$ cat config.mk
export PLATFORM = sky130hd
export DESIGN_NAME = bsearch_loop_ctrl
export DESIGN_NICKNAME = d
export VERILOG_FILES = /design/src/rtl/bsearch_loop_pkg.sv /design/src/rtl/bsl_step_ctrl.sv /design/src/rtl/bsl_code_acc.sv /design/src/rtl/bsearch_loop_ctrl.sv
export SDC_FILE = /design/constraint.sdc
export NUM_CORES = 1
export LEC_CHECK = 0
export ABC_AREA = 1
export BUFFER_PORTS_ARGS = -buffer_cell sky130_fd_sc_hd__buf_2
export CAP_MARGIN = 20
export CORE_MARGIN = 2
export CORE_UTILIZATION = 45
export CTS_CLUSTER_DIAMETER = 30
export DETAILED_ROUTE_END_ITERATION = 10
export HOLD_SLACK_MARGIN = 0.05
export SETUP_SLACK_MARGIN = 0.05
export SLEW_MARGIN = 20
export SYNTH_ARGS = -nofsm -noshare
export SYNTH_HDL_FRONTEND = slang
export SYNTH_HIERARCHICAL = 1
export SYNTH_SLANG_ARGS = --single-unit
$ cat constraint.sdc
create_clock -name clk_i -period 2.6 [get_ports clk_i]
set_input_delay 0.52 -clock clk_i [delete_from_list [all_inputs] [get_ports clk_i]]
set_output_delay 0.52 -clock clk_i [all_outputs]
set_load 0.005 [all_outputs]
$ cat src/rtl/bsearch_loop_pkg.sv
package bsearch_loop_pkg;
  typedef enum logic {
    MODE_ACQ   = 1'b0,
    MODE_TRACK = 1'b1
  } loop_mode_e;
endpackage

$ cat src/rtl/bsl_step_ctrl.sv
module bsl_step_ctrl
  import bsearch_loop_pkg::*;
#(
  parameter int W         = 17,
  parameter int BOOST_RUN = 8
) (
  input  logic         clk_i,
  input  logic         rst_ni,
  input  logic         init_i,
  input  logic         dec_i,
  input  logic         dir_i,   // 1 = lead
  output logic [W-1:0] step_o,
  output logic         track_o,
  output logic         done_o
);
  localparam int RW = $clog2(BOOST_RUN + 1);
  localparam logic [W-1:0] ONE_V     = {{(W-1){1'b0}}, 1'b1};
  localparam logic [W-1:0] QUARTER_V = ONE_V << (W - 2);

  logic [W-1:0] step_q, step_d, half_s, dbl_s;
  logic [RW-1:0] run_q, run_d;
  loop_mode_e   mode_q, mode_d;
  logic         prev_q, prev_d, have_q, have_d, done_q, done_d, rev_s;

  assign half_s = (step_q > ONE_V) ? (step_q >> 1) : ONE_V;
  assign dbl_s  = (step_q >= (QUARTER_V >> 1)) ? QUARTER_V : (step_q << 1);
  assign rev_s  = have_q && (dir_i != prev_q);

  always_comb begin
    step_d = step_q;
    run_d  = run_q;
    mode_d = mode_q;
    prev_d = prev_q;
    have_d = have_q;
    done_d = 1'b0;
    if (init_i) begin
      step_d = QUARTER_V;
      run_d  = '0;
      mode_d = MODE_ACQ;
      prev_d = 1'b0;
      have_d = 1'b0;
    end else if (dec_i) begin
      prev_d = dir_i;
      have_d = 1'b1;
      if (mode_q == MODE_ACQ) begin
        if (rev_s) begin
          step_d = half_s;
          if (half_s == ONE_V) begin
            mode_d = MODE_TRACK;
            run_d  = '0;
            done_d = 1'b1;
          end
        end
      end else if (rev_s) begin
        step_d = half_s;
        run_d  = '0;
      end else if (run_q == RW'(BOOST_RUN - 1)) begin
        step_d = dbl_s;
        run_d  = '0;
      end else begin
        run_d = run_q + 1'b1;
      end
    end
  end

  always_ff @(posedge clk_i or negedge rst_ni) begin
    if (!rst_ni) begin
      step_q <= QUARTER_V;
      run_q  <= '0;
      mode_q <= MODE_ACQ;
      prev_q <= 1'b0;
      have_q <= 1'b0;
      done_q <= 1'b0;
    end else begin
      step_q <= step_d;
      run_q  <= run_d;
      mode_q <= mode_d;
      prev_q <= prev_d;
      have_q <= have_d;
      done_q <= done_d;
    end
  end

  assign step_o  = step_q;
  assign track_o = (mode_q == MODE_TRACK);
  assign done_o  = done_q;

  p_step_bounds_r9: assert property (@(posedge clk_i) disable iff (!rst_ni)
    (step_q >= ONE_V) && (step_q <= QUARTER_V));
  p_run_bound_r7: assert property (@(posedge clk_i) disable iff (!rst_ni)
    run_q < RW'(BOOST_RUN));
  p_track_sticky_r5: assert property (@(posedge clk_i) disable iff (!rst_ni)
    (mode_q == MODE_TRACK) && !init_i |=> mode_q == MODE_TRACK);
  p_done_pulse_r5: assert property (@(posedge clk_i) disable iff (!rst_ni)
    done_q |=> !done_q);
  p_idle_step_r8: assert property (@(posedge clk_i) disable iff (!rst_ni)
    !dec_i && !init_i |=> $stable(step_q) && $stable(run_q) && $stable(prev_q));
  p_init_state_r1: assert property (@(posedge clk_i) disable iff (!rst_ni)
    init_i |=> step_q == QUARTER_V && mode_q == MODE_ACQ && !done_q);
endmodule

$ cat src/rtl/bsl_code_acc.sv
module bsl_code_acc #(
  parameter int W = 17
) (
  input  logic         clk_i,
  input  logic         rst_ni,
  input  logic         init_i,
  input  logic         dec_i,
  input  logic         dir_i,
  input  logic [W-1:0] step_i,
  output logic [W-1:0] code_o
);
  localparam logic [W-1:0] MID_V = {1'b1, {(W-1){1'b0}}};

  logic [W-1:0] code_q, code_d;
  logic [W:0]   sum_s;

  assign sum_s = {1'b0, code_q} + {1'b0, step_i};

  always_comb begin
    code_d = code_q;
    if (init_i)
      code_d = MID_V;
    else if (dec_i && dir_i)
      code_d = sum_s[W] ? {W{1'b1}} : sum_s[W-1:0];
    else if (dec_i)
      code_d = (code_q < step_i) ? '0 : (code_q - step_i);
  end

  always_ff @(posedge clk_i or negedge rst_ni) begin
    if (!rst_ni) code_q <= MID_V;
    else         code_q <= code_d;
  end

  assign code_o = code_q;

  p_idle_code_r8: assert property (@(posedge clk_i) disable iff (!rst_ni)
    !dec_i && !init_i |=> $stable(code_q));
  p_lead_no_drop_r2: assert property (@(posedge clk_i) disable iff (!rst_ni)
    dec_i && dir_i && !init_i |=> code_q >= $past(code_q));
  p_lag_no_rise_r3: assert property (@(posedge clk_i) disable iff (!rst_ni)
    dec_i && !dir_i && !init_i |=> code_q <= $past(code_q));
  p_init_mid_r1: assert property (@(posedge clk_i) disable iff (!rst_ni)
    init_i |=> code_q == MID_V);
endmodule

$ cat src/rtl/bsearch_loop_ctrl.sv
module bsearch_loop_ctrl #(
  parameter int W         = 17,
  parameter int BOOST_RUN = 8
) (
  input  logic         clk_i,
  input  logic         rst_ni,
  input  logic         enable_i,
  input  logic         lead_i,
  input  logic         lag_i,
  output logic [W-1:0] code_o,
  output logic         track_o,
  output logic         acq_done_o
);
  logic         init_s, dec_s;
  logic [W-1:0] step_s;

  assign init_s = !enable_i;
  assign dec_s  = enable_i && (lead_i ^ lag_i);  // both high counts as no decision

  bsl_step_ctrl #(.W(W), .BOOST_RUN(BOOST_RUN)) u_step (
    .clk_i  (clk_i),
    .rst_ni (rst_ni),
    .init_i (init_s),
    .dec_i  (dec_s),
    .dir_i  (lead_i),
    .step_o (step_s),
    .track_o(track_o),
    .done_o (acq_done_o)
  );

  bsl_code_acc #(.W(W)) u_code (
    .clk_i  (clk_i),
    .rst_ni (rst_ni),
    .init_i (init_s),
    .dec_i  (dec_s),
    .dir_i  (lead_i),
    .step_i (step_s),
    .code_o (code_o)
  );

  p_done_with_track_r5: assert property (@(posedge clk_i) disable iff (!rst_ni)
    acq_done_o |-> track_o);
endmodule

# After elaboration in Yosys (flattened, before gate mapping)
# Index checks and enable logic that the tools add are counted.
# word_totals
reg_bits	42
input_bits	5
output_inout_bits	19
# op_classes
add_sub_neg	3
n_lt_le_gt_ge	3
n_eq_ne	8
n_mux	32
n_bitwise	1
reduce_logical	5
# ops
op	n
17-bit 2-to-1 mux	12
4-bit 2-to-1 mux	7
17-bit by 17-bit adder with 18-bit output	1
17-bit by 1-bit equality test with 1-bit output (second input constant)	1
17-bit by 15-bit greater-or-equal comparator with 1-bit output (second input constant)	1
17-bit by 1-bit > comparator with 1-bit output (second input constant)	1
17-bit less-than comparator	1
17-bit subtractor	1
16-bit 2-to-1 mux	1
1-bit 2-to-1 mux	12
3-bit by 1-bit inequality test with 1-bit output (second input constant)	4
3-bit AND reduction	2
4-bit by 1-bit adder with 4-bit output (second input constant)	1
4-bit by 3-bit equality test with 1-bit output (second input constant)	1
1-bit logical AND	3
2-bit by 1-bit inequality test with 1-bit output (second input constant)	1
1-bit inequality test	1
1-bit bitwise XOR	1

# Longest topological paths before layout
# Gate-level depths: netlist (run 1).
# depth
word_depth	8
mapped_depth	17

# By module
# Netlist (run 1), hierarchy kept.
# by_module_without_submodules
mod	n_inst	cells_per_inst	area_each_um2	seq_area_each_um2
bsl_code_acc	1	493	2960.3	426.7
bsl_step_ctrl	1	225	1517.7	626.9
bsearch_loop_ctrl	1	5	18.8	0.0

# Worst setup path before layout (run 1)
# OpenSTA, ideal clock, no wires.
# synth_path
kind	register -> register
start	register u_code.code_q[0] (netlist: u_code/code_o[0])
end	register u_code.code_q[10] (netlist: u_code/code_o[10])
setup_time_ns	0.117
arrival_time_ns	1.846
path_slack_ns	0.637
stages_incl_launch_ff	14
period_less_slack_ns	1.963
path_cell_list	dfrtp_1 > inv_1 > ha_1 > fa_1 > nand3b_1 > nand2_1 > nand2_1 > nand2_1 > nand2_1 > nand2_1 > xor2_1 > nand2_1 > nand3_1 > nand2_1
# synth_via
elab_chain_len	5
word_cells_on_any_way	8
classes_between	add/sub: 2; order compare: 1; mux: 5
# synth_rtl
item	line_no	source
start: declaration	bsl_code_acc.sv:14	logic [W-1:0] code_q, code_d;
start signal: assignment	bsl_code_acc.sv:31	else code_q <= code_d;
17-bit subtractor or 17-bit less-than comparator (tied branches)	bsl_code_acc.sv:26	code_d = (code_q < step_i) ? '0 : (code_q - step_i);
17-bit 2-to-1 mux	bsl_code_acc.sv:26	
17-bit 2-to-1 mux	bsl_code_acc.sv:25	else if (dec_i)
17-bit 2-to-1 mux (*)	bsl_code_acc.sv:23	else if (dec_i && dir_i)
17-bit 2-to-1 mux (*)	bsl_code_acc.sv:21	if (init_i)
# Every way passes the cells marked *; elsewhere a longest branch is shown, timed or not. The select of a mux whose other input is x is not followed.
# A chain may end at the register's enable or synchronous reset.

# Worst setup path after layout (run 1)
# layout_path
start	register u_step.step_q[15] (netlist: u_step/step_o[15])
end	register u_code.code_q[11] (netlist: u_code/code_o[11])
# layout_via
elab_chain_len	5
word_cells_on_any_way	7
classes_between	add/sub: 1; order compare: 1; mux: 5
# layout_rtl
item	line_no	source
start: declaration	bsl_step_ctrl.sv:20	logic [W-1:0] step_q, step_d, half_s, dbl_s;
start signal: assignment	bsl_step_ctrl.sv:75	step_q <= step_d;
17-bit less-than comparator	bsl_code_acc.sv:26	
17-bit 2-to-1 mux	bsl_code_acc.sv:26	
17-bit 2-to-1 mux	bsl_code_acc.sv:25	
17-bit 2-to-1 mux (*)	bsl_code_acc.sv:23	
17-bit 2-to-1 mux (*)	bsl_code_acc.sv:21	
# Marked as above.

==> results of run 1 <==
[layout by cell type, fill, tap and decap left out, types with 5 or more instances in the layout]
master    count
nand2_1     268
inv_1        73
nor2_1       67
nand3_1      64
dfrtp_1      39
ha_1         34
a21oi_1      31
buf_4        24
buf_2        23
inv_2        18
nand2_2      14
nand4_1      12
o21ai_0      11
xor2_1       11
nor3_1        8
clkbuf_8      5
a21oi_2       5
o21bai_1      5
nand3_2       5
[registers in the layout, indices dropped and copies added, names as in the netlist]
| name | count |
|---|---|
| u_code/code_o | 17 |
| u_step/done_o | 1 |
| u_step/have_q | 1 |
| u_step/prev_q | 1 |
| u_step/run_q | 4 |
| u_step/step_o | 17 |
| u_step/track_o | 1 |
[metrics by stage]
stage          cell area, um^2  hold slack, ns  util (%)  setup slack, ns  instances
2_1_floorplan             4497          0.2244         -           0.6367        723
3_3_place_gp              4821          0.4765     49.55           0.1998        882
3_5_place_dp              4821          0.4790     49.55           0.1875        882
4_1_cts                   4931          0.1315     50.68           0.1697        890
5_1_grt                   4957          0.1446     50.95          0.05138        893
6_report                  4957          0.1345     50.95           0.1513        893
[cell families after synthesis]
logic type | share of synthesized area, %
simple gates | 44.71
buf+inv | 10.60
fa+ha+maj | 10.63
xor+xnor | 2.532
compound gates | 8.097
flops | 23.43
[layout make-up]
| type | count | area, um^2 |
|---|---|---|
| Timing Repair Buffer | 47 | 295.3 |
| Multi-Input combinational cell | 568 | 2969 |
| Sequential cell | 42 | 1055 |
| Tap cell | 133 | 166.4 |
| Fill cell | 1063 | 4772 |
| Inverter | 95 | 361.6 |
| Clock buffer | 6 | 72.57 |
| Clock inverter | 2 | 37.54 |
[final timing paths]
check / from / to / slack, ns / cells past startpoint
max: u_step/step_o[15] / u_code/code_o[11] / 0.15 / 11
min: rst_ni / u_code/code_o[6] / 0.13 / 1
max reg2reg: u_step/step_o[15] / u_code/code_o[11] / 0.15 / 11
min reg2reg: u_step/run_q[1] / u_step/run_q[1] / 0.52 / 2
max in group asynchronous: rst_ni / u_step/step_o[15] / 1.85 / 2
min in group clk_i: u_step/run_q[1] / u_step/run_q[1] / 0.52 / 2
[power by group through the flow]
stage / sequential [mW] / clock [mW] / combinational, mW
2_1_floorplan: 0.827 / 0 / 1.48
3_3_place_gp: 0.837 / 0 / 1.96
3_5_place_dp: 0.842 / 0 / 1.96
4_1_cts: 0.829 / 0.574 / 1.97
5_1_grt: 0.841 / 0.595 / 2.29
6_report: 0.830 / 0.546 / 2.01
[worst max-delay path: stages, from the launching register on]
cell	delay, ns
dfstp_2	0.60
inv_1	0.06
ha_1	0.39
inv_2	0.09
nand2_1	0.09
o21ai_0	0.13
a21oi_2	0.23
nand2_4	0.12
nor2_8	0.31
nand3_1	0.17
nand3_1	0.11
nand2_1	0.05
[per-layer routing]
layer,up-vias,global-route usage [%],wire length [um]
met3,22,3.571,583
li1,2325,-,-
met5,-,0,0
met2,106,42.11,6180
met1,2083,30.70,5839
met4,0,7.529,275
[Yosys cell counts, types with 2 or more instances]
cell type / instances
a21oi_1: 31
a21oi_2: 5
and2_1: 4
buf_2: 8
buf_4: 5
clkbuf_1: 3
clkinv_1: 2
dfrtp_1: 40
dfstp_2: 2
fa_1: 2
ha_1: 35
inv_1: 73
inv_2: 18
inv_4: 2
nand2_1: 268
nand2_2: 14
nand2_4: 4
nand3_1: 64
nand3_2: 5
nand3b_1: 2
nand4_1: 12
nor2_1: 67
nor2_2: 3
nor2_4: 2
nor3_1: 8
o21ai_0: 11
o21ai_1: 4
o21bai_1: 5
xnor2_1: 2
xor2_1: 11
[repair_timing]
action	CTS	global route
setup endpoints to repair	0	10
gates resized for setup	0	2
hold buffers	0	0
setup buffers	0	3
==> summary by stage, run 1 <==
Detailed routing
In the routed design, unresolved DRC markers number 0. The detailed router placed 4,536 vias in this run. In the routed layout, each cell is associated on average with a via count of 5.080.

The count of nets left with antenna violations once routing finished came out at 0. The post-detailed-routing wire length is 12,880 um. The number of search-and-repair iterations in the first detailed-routing pass is 5.

The average wire per cell in the routed design is 14.42 um. The initial DRC count is 186.

Timing
In the final timing run, aggregate negative setup slack is 0 ns. The clock period could shrink to 2.449 ns. At the pin with the least slew margin, the transition time is 0.4831 ns. The setup clock skew after layout is 0.004409 ns. The worst relative slew slack is 67.71%. After layout, the worst path uses 94.18% of the clock period.

The max-slew violation count is 0. Setup repair after global routing left no endpoint under its margin. The number of failing setup endpoints in the final timing report is 0.

The count of final hold-check violations was 0. Based on the critical path, the design can be clocked at up to 408.4 MHz.

Synth
Yosys mapped a number of flops with a built-in enable equal to 0. The net count after synthesis is 765. The synthesized netlist occupies a cell area of 4497 um^2. The number of instances in the synthesized netlist is 723.

In this run, distinct cell masters in the synthesized netlist total 41. The average size of a mapped cell is 6.220 um^2. The synthesized design spends more area on one cell type than any other, namely nand2_1. After synthesis, the cell types taking the most area are nand2_1, dfrtp_1, ha_1. The share of async-settable or async-resettable flops after synthesis is 100.0%. Of the post-synthesis cell area, the dominant cell type holds 22.37%.

The fraction of the yosys area taken by sequential cells is 23.43%. For this run, the leading register cell type out of synthesis is dfrtp_1. The synthesized flop and latch total is 42. During synthesis, Yosys emitted a total of 6 warnings.

Final layout
Compared with the post-synthesis result, the final layout area differs by 10.24%. The count of nets after finishing is 801. The layout cell share with drive strength beyond 1 is 15.26%. 0 antenna diodes ended up in the layout.

Placement
The placer's final routability congestion estimate is 0.9490. During placement, the flow inserted port buffers numbering 23. The HPWL after detailed placement is 10,270 um.

Worst setup path
The worst setup path is of the flip-flop to flip-flop kind. The critical path endpoint category is a flip-flop. The kind of launch point of the worst setup path is a flip-flop. The data arrival time of the critical path is 2.65 ns. The worst path required time is 2.80 ns. The worst-path maximum fanout is 13.

Clock network
The tree built by TritonCTS fans out to 42 sinks. Buffers inserted during clock tree synthesis total 5. TritonCTS built the clock tree. The clock passes through at most 2 buffers. The H-tree was split into 2 levels. CTS placed an instance of clkbuf_8 at the clock tree root. Clock latency on the worst-skew pair, taken at its later pin, is 0.31 ns. The clock transition time at the flip-flop clock pins of the worst setup and hold paths is 0.09 ns.

Die
From left edge to right edge, the die measures 104.0 um. The die area is 10,810 um^2. The number of placed I/O pins is 24. The height of the die is 104.0 um. The placeable core region is 9729 um^2.

The standard-cell row count is 36. The initial utilization of the core area, before any placement, comes to 46.22%.

Global routing
For this run, the total global-route usage over all layers was measured as 24.13%. The number of antenna violations at the first check in global routing is 0. The total overflow left after global routing is 0.

The first global-routing pass estimated 21,050 um of wire. The maximum number of pins on one net before global-route repair is 18. The via count of the first global-routing pass came to 4,374.

Power
Internal power comes to 1.710 mW. Combinational cells account for 59.3% of the total power. The clock network power share is 16.2%. Net switching is 49.47% of the power.

Summed over all cells, the static leakage comes to 2.905 nW. The maximum ir drop on the vdd rail is 258.1 uV. The power per cell area is 682.5 nW/um^2.

Summed over all nets, the switching power comes to 1.674 mW. The relative contribution of sequential cells to total power is 24.5%. Overall power consumption after layout is estimated at 3.383 mW.

Run
The count of max-cap constraint violations is 0.

Status
The run finished with clean final reports.

Worst hold path
The tightest min-delay check is of the primary input to async pin type.
Note: power is estimated with default switching activity, not from simulation.
==> run 2, diff against run 1 <==
--- a/config.mk
+++ b/config.mk
@@ -12,6 +12,7 @@
 export CORE_UTILIZATION = 45
 export CTS_CLUSTER_DIAMETER = 30
 export DETAILED_ROUTE_END_ITERATION = 10
+export GPL_TIMING_DRIVEN = 0
 export HOLD_SLACK_MARGIN = 0.05
 export SETUP_SLACK_MARGIN = 0.05
 export SLEW_MARGIN = 20
==> run 2 against run 1 <==
Core utilization shrank 0.71 points; critical path type unchanged; maximum frequency grew 1.4%; non-clock buffer count shrank 4; routed wire length shrank 2.7%; design area shrank 1.4%; die area is the same; register-to-register slack gained 0.03 ns; worst hold slack gained 0.054 ns; highest routed layer unchanged; via count is the same; largest cell class unchanged; sequential power grew 0.5%; combinational power is essentially flat; first-iteration DRC count grew 41%.
==> summary by stage, run 2 (synthesis results as in run 1) <==
Die
The standard-cell row count is 36. The die width is 104.0 um. The die area is 10,810 um^2. The height of the die is 104.0 um. The number of placed I/O pins is 24.

The initial core utilization is 46.22%. The placeable core region is 9729 um^2.

Clock network
CTS saw 42 sinks. TritonCTS created 5 clock buffers. The worst-case clock buffer depth is 2. The CTS H-tree depth is 2.

The clock transition time at the flip-flop clock pins of the worst setup and hold paths is 0.10 ns. The clock tree root buffer cell is clkbuf_8. TritonCTS built the clock tree.

At the later pin of the worst-skew pair, clock insertion delay measures 0.31 ns.

Global routing
The all-layer global routing usage is 23.75%. The maximum number of pins on one net before global-route repair is 43. The total overflow left after global routing is 0. The via count of the first global-routing pass came to 4,370.

The number of antenna violations at the first check in global routing came to 0. The global-route wire length before repair is 20,940 um.

Timing
Of the available clock period, the critical path in the final layout requires 92.86%. Clock skew on the completed layout was measured at 0.01142 ns. Setup violations remaining at the end of the flow were counted as 0. After layout, the minimum clock period comes to 2.414 ns.

The achievable frequency is 414.2 MHz. The slew at the pin with the worst max-slew slack is 0.6765 ns. The count of final hold-check violations is 0.

Summed over all failing endpoints, the final setup total negative slack is 0 ns. The worst relative slew slack is 54.90%. Setup repair after global routing could not meet its margin everywhere. The max-slew violation count is 0.

Detailed routing
After detailed routing, the number of remaining DRC violations is 0. Using the TritonRoute via totals, the vias-per-cell ratio works out to 5.102. The post-detailed-routing wire length is 12,530 um.

The initial DRC count is 262. Once detail routing completed, the nets flagged for antenna violations numbered 0. The number of search-and-repair iterations in the first detailed-routing pass is 5. The detailed router placed 4,536 vias in this run. After detailed routing, the average wire length per cell comes to 14.10 um.

Placement
The placed cell count is 879. Routability-driven placement finished with a final weighted congestion of 0.9081. Once detailed placement completed, the half-perimeter wirelength came to 9785 um. The quantity of I/O buffers inserted on ports is 23.

Power
Dividing total power by cell area gives a power density of 668.9 nW/um^2. IR analysis of the VDD net gives a maximum drop of 250.6 uV. In this run the static leakage power is 2.845 nW.

Worst setup path
In this run the worst path has a maximum fanout of 6. At the worst endpoint, the arrival time is 2.62 ns. The worst setup path is captured at a flip-flop. At the worst endpoint, the required time is 2.80 ns. The critical path is of the flip-flop to flip-flop type. The worst setup path is launched from a flip-flop.

Final layout
The area added between synthesis and finish is 8.709%. Excluding fillers, the count of instances in the completed layout stands at 889. Cells with a size suffix above 1 make up 14.55% of the layout. The count of nets after finishing is 797.

The most common cell after layout, fill and taps aside is nand2_1. 0 antenna diodes ended up in the layout. In the layout the commonest cells are nand2_1, inv_1, nor2_1. The number of fill cells is 1,067.

Status
The flow ran to the end, and the final reports show no timing, DRC or antenna violations.

Worst hold path
The worst hold path belongs to the class primary input to async pin.

Run
Max-cap violations in this run came to 0.
## run 2: changes by cell type in the layout (fill, tap and decap cells not counted)
cell | previous run | this run
buf_8 | 0 | 1
dfrtp_1 | 39 | 38
clkbuf_1 | 1 | 4
buf_2 | 23 | 30
dfrtp_2 | 1 | 2
buf_6 | 0 | 1
buf_4 | 24 | 8
clkinvlp_4 | 1 | 2
bufinv_16 | 1 | 0
## run 2: worst paths after layout
check	startpoint	to	slack (ns)	depth (start not counted)
worst max-delay path	u_step/step_o[4]	u_code/code_o[7]	0.19	13
worst min-delay path	rst_ni	u_code/code_o[6]	0.19	1
worst min register to register	u_step/run_q[1]	u_step/run_q[1]	0.52	2
max in group asynchronous	rst_ni	u_step/step_o[8]	2.00	1
worst max register to register	u_step/step_o[4]	u_code/code_o[7]	0.19	13
min in group clk_i	u_step/run_q[1]	u_step/run_q[1]	0.52	2
## run 2: repair_timing
item,4_1_cts,5_1_grt
setup buffers,2,0
gates resized for setup,0,3
hold buffers,0,0
pin swaps,1,0
setup endpoints to repair,3,7
## run 2: power by group
part / leakage, nW / internal, mW / switching [mW]
sequential: 0.569 / 0.733 / 0.101
combinational: 2.24 / 0.678 / 1.31
clock: 0.0374 / 0.190 / 0.259
## run 2: final cells by class
class / count / area [um^2] / area share [%]
tap: 133 / 166.4 / 3.404
timing repair buffer: 25 / 132.6 / 2.713
sequential: 42 / 1056 / 21.60
buffer: 18 / 115.1 / 2.355
clock buffer: 6 / 72.57 / 1.485
clock inverter: 2 / 15.01 / 0.3071
inverter: 95 / 361.6 / 7.397
multi-input combinational: 568 / 2969 / 60.74
## run 2: critical path, cell delays in order (launching register included)
cell and delay (ns):
dfrtp_1 0.49, inv_1 0.07, ha_1 0.37, a21oi_1 0.27, nand2_1 0.09, nand2_1 0.06, nand3_1 0.15, nand2_1 0.12
nand2_2 0.08, o21ai_4 0.24, buf_4 0.19, nor2_1 0.04, nand2_1 0.08, nand2_1 0.05
## run 2: metal layers
layer	vias up	part of all wire (%)	track usage (%)
met2	119	48	40.93
met4	0	2.0	6.757
met3	26	5.3	3.195
li1	2324	-	-
met5	-	0	0
met1	2067	44	31.07
## run 2: per-stage QoR
| step | utilization, % | hold WS [ns] | cell area (um^2) | total power [mW] | setup WS [ns] |
|---|---|---|---|---|---|
| 3_5_place_dp | 49.11 | 0.5085 | 4778 | 2.799 | 0.01479 |
| 5_1_grt | 50.24 | 0.2454 | 4888 | 3.628 | 0.04759 |
| 2_1_floorplan | - | 0.2244 | 4497 | 2.311 | 0.6367 |
| 4_1_cts | 50.17 | 0.4135 | 4881 | 3.273 | 0.1215 |
| 6_report | 50.24 | 0.1889 | 4888 | 3.270 | 0.1856 |
| 3_3_place_gp | 49.11 | 0.4904 | 4778 | 2.759 | 0.04574 |
==> run 3, diff against run 2 <==
--- a/config.mk
+++ b/config.mk
@@ -9,11 +9,12 @@
 export BUFFER_PORTS_ARGS = -buffer_cell sky130_fd_sc_hd__buf_2
 export CAP_MARGIN = 20
 export CORE_MARGIN = 2
-export CORE_UTILIZATION = 45
+export CORE_UTILIZATION = 55
 export CTS_CLUSTER_DIAMETER = 30
 export DETAILED_ROUTE_END_ITERATION = 10
 export GPL_TIMING_DRIVEN = 0
 export HOLD_SLACK_MARGIN = 0.05
+export PLACE_DENSITY = 0.73
 export SETUP_SLACK_MARGIN = 0.05
 export SLEW_MARGIN = 20
 export SYNTH_ARGS = -nofsm -noshare
==> run 3 against run 2 <==
Design area is 0.74% lower; worst hold slack better by 0.022 ns; largest cell class unchanged; clock power fell by 2%; core utilization up 12 points; largest power group unchanged; routed wire length down 2.0%; maximum frequency rose by 1.8%.
==> summary by stage, run 3 (synthesis results as in run 1) <==
Status
The flow ran to the end, and the final reports show no timing, DRC or antenna violations.

Detailed routing
The number of search-and-repair iterations in the first detailed-routing pass is 5. Dividing the detail-routed wire length by the instance count gives 14.32 um. The number of vias per cell is 5.382. The routed layout has 4,618 vias.

The initial DRC count is 225. After detailed routing, the number of remaining DRC violations is 0. The number of nets with antenna violations after detailed routing is 0.

After detailed routing, the total wire length is 12,280 um.

Power
The internal portion of the total power is 1.598 mW. The analysis attributes to net switching a power of 1.674 mW. The power per cell area is 674.4 nW/um^2. The power share of the combinational group is 61.0%.

The clock network is responsible for 13.5% of the overall power. The relative contribution of sequential cells to total power is 25.6%. The maximum ir drop on the vdd rail is 242.6 uV. Net switching is 51.17% of the power. The leakage power is 2.846 nW.

Final layout
The total inserted antenna cells is 0. In the final layout, the multi-input gates occupy 2970 um^2. The utilization of the core after routing is 62.15%. The most common cell after layout, fill and taps aside is nand2_1.

The layout cell share with drive strength beyond 1 is 14.68%. The storage element area is 1057 um^2. Compared with the post-synthesis result, the final layout area differs by 7.902%. The number of fill cells is 757. The count of nets after finishing is 797.

Leaving out fill and tap cells, the most frequent cells in the layout are nand2_1, inv_1, nor2_1.

Global routing
The maximum number of pins on one net before global-route repair is 43. The via count of the first global-routing pass is 4,286. The number of antenna violations at the first check in global routing came to 0. The total global routing overflow is 0.

The first global-routing pass estimated 20,090 um of wire. Global routing used 28.79% of the available tracks across all layers.

Timing
In this run the tightest slew margin relative to its limit is 54.35%. Adding up every negative setup slack in the final design gives 0 ns. The max-slew violation count was 0. The count of final hold-check violations is 0. Setup repair after global routing left no endpoint under its margin. For the pin with the worst max-slew slack, the measured transition is 0.6848 ns. After layout, the worst setup slack is 0.2278 ns. The worst path in the final design needs a cycle of 2.372 ns, including I/O delays and setup. The achievable frequency is 421.5 MHz.

Setup violations remaining at the end of the flow were counted as 0. The part of the cycle the worst path needs is 91.24%. On the final layout, the worst clock skew is 0.005645 ns.

Clock network
The worst-case clock buffer depth is 2. The total number of clock tree sinks is 42. The clock tree from TritonCTS is yes. The number of buffers created by CTS is 5. In this run the clock root is driven by a clkbuf_8. The H-tree was split into 2 levels. The clock transition time at the flip-flop clock pins of the worst setup and hold paths is 0.09 ns.

For this design, the CTS-stage hold fixing added 0 buffers. The clock latency reported for the late side of the worst-skew pair is 0.30 ns.

Die
The number of placed I/O pins is 24. The core region is 7807 um^2. The die is 94.42 um wide. Row generation in the floorplan step produced 32 rows. The height of the die is 94.42 um. The initial utilization of the core area, before any placement, comes to 57.60%.

The die area is 8915 um^2.

Run
The count of max-cap constraint violations is 0.

Worst hold path
The tightest min-delay check is of the primary input to async pin type.

Worst setup path
The critical path endpoint category is a flip-flop. The worst register-to-register path has a depth of 13. The critical path is of the flip-flop to flip-flop type. Data arrives at the worst endpoint at 2.57 ns.

For the worst setup path, the data required time is 2.80 ns. The kind of launch point of the worst setup path is a flip-flop. Of all nets on the critical path, the largest fanout is 7.

Placement
The final HPWL from detailed placement is 9473 um. The congestion estimate from routability-driven global placement came to 0.9621. Before CTS, the worst setup slack after placement is 0.06269 ns.

Port buffering added 23 buffers.
[run 3: metrics by stage]
step,hold slack (ns),area (um^2),power [mW],cells
2_1_floorplan,0.2244,4497,2.311,723
3_3_place_gp,0.4881,4740,2.758,848
3_5_place_dp,0.4988,4740,2.795,848
4_1_cts,0.4198,4842,3.254,858
5_1_grt,0.2524,4852,3.583,858
6_report,0.2114,4852,3.272,858
[run 3: final timing paths]
kind | start | endpoint | slack, ns
worst max-delay path | u_step/step_o[7] | u_code/code_o[7] | 0.23
max in group asynchronous | rst_ni | u_step/step_o[8] | 1.97
worst min-delay path | rst_ni | u_code/code_o[7] | 0.21
worst min register to register | u_step/step_o[15] | u_step/step_o[15] | 0.51
min in group clk_i | u_step/step_o[15] | u_step/step_o[15] | 0.51
worst max register to register | u_step/step_o[7] | u_code/code_o[7] | 0.23
[run 3: power by group through the flow]
stage	clock (mW)	sequential, mW	combinational, mW
floorplan	0	0.827	1.48
global placement	0	0.845	1.91
detailed placement	0	0.850	1.95
CTS	0.458	0.837	1.96
global route	0.481	0.849	2.25
finish	0.441	0.836	1.99
[run 3: what timing repair did]
item,in CTS,in global routing
pin swaps,1,0
resized for setup,0,4
endpoints found under the setup margin,1,2
setup buffers,2,0
gates cloned,0,0
[run 3: layout make-up]
| cell class | count | share of cell area [%] |
|---|---|---|
| Sequential cell | 42 | 21.79 |
| Clock inverter | 2 | 0.3094 |
| Timing Repair Buffer | 25 | 2.733 |
| Tap cell | 102 | 2.630 |
| Multi-Input combinational cell | 568 | 61.22 |
| Buffer | 18 | 2.372 |
| Clock buffer | 6 | 1.496 |
| Inverter | 95 | 7.452 |
[run 3: per-layer routing]
layer | vias to the layer above | GRT usage [%] | routed length, um
met5 | - | 0 | 0
met4 | 0 | 7.609 | 241
met3 | 21 | 2.474 | 607
met2 | 116 | 51.01 | 5883
met1 | 2147 | 37.77 | 5551
li1 | 2334 | - | -
[run 3: critical path: stages (launching register included)]
cell	delay, ns
dfrtp_2	0.47
inv_1	0.06
ha_1	0.39
nand2_2	0.17
inv_2	0.05
a21oi_2	0.15
nand3_1	0.18
nand2_1	0.12
nand2_2	0.08
o21ai_4	0.24
buf_4	0.19
nor2_1	0.04
nand2_1	0.06
nand2_1	0.05
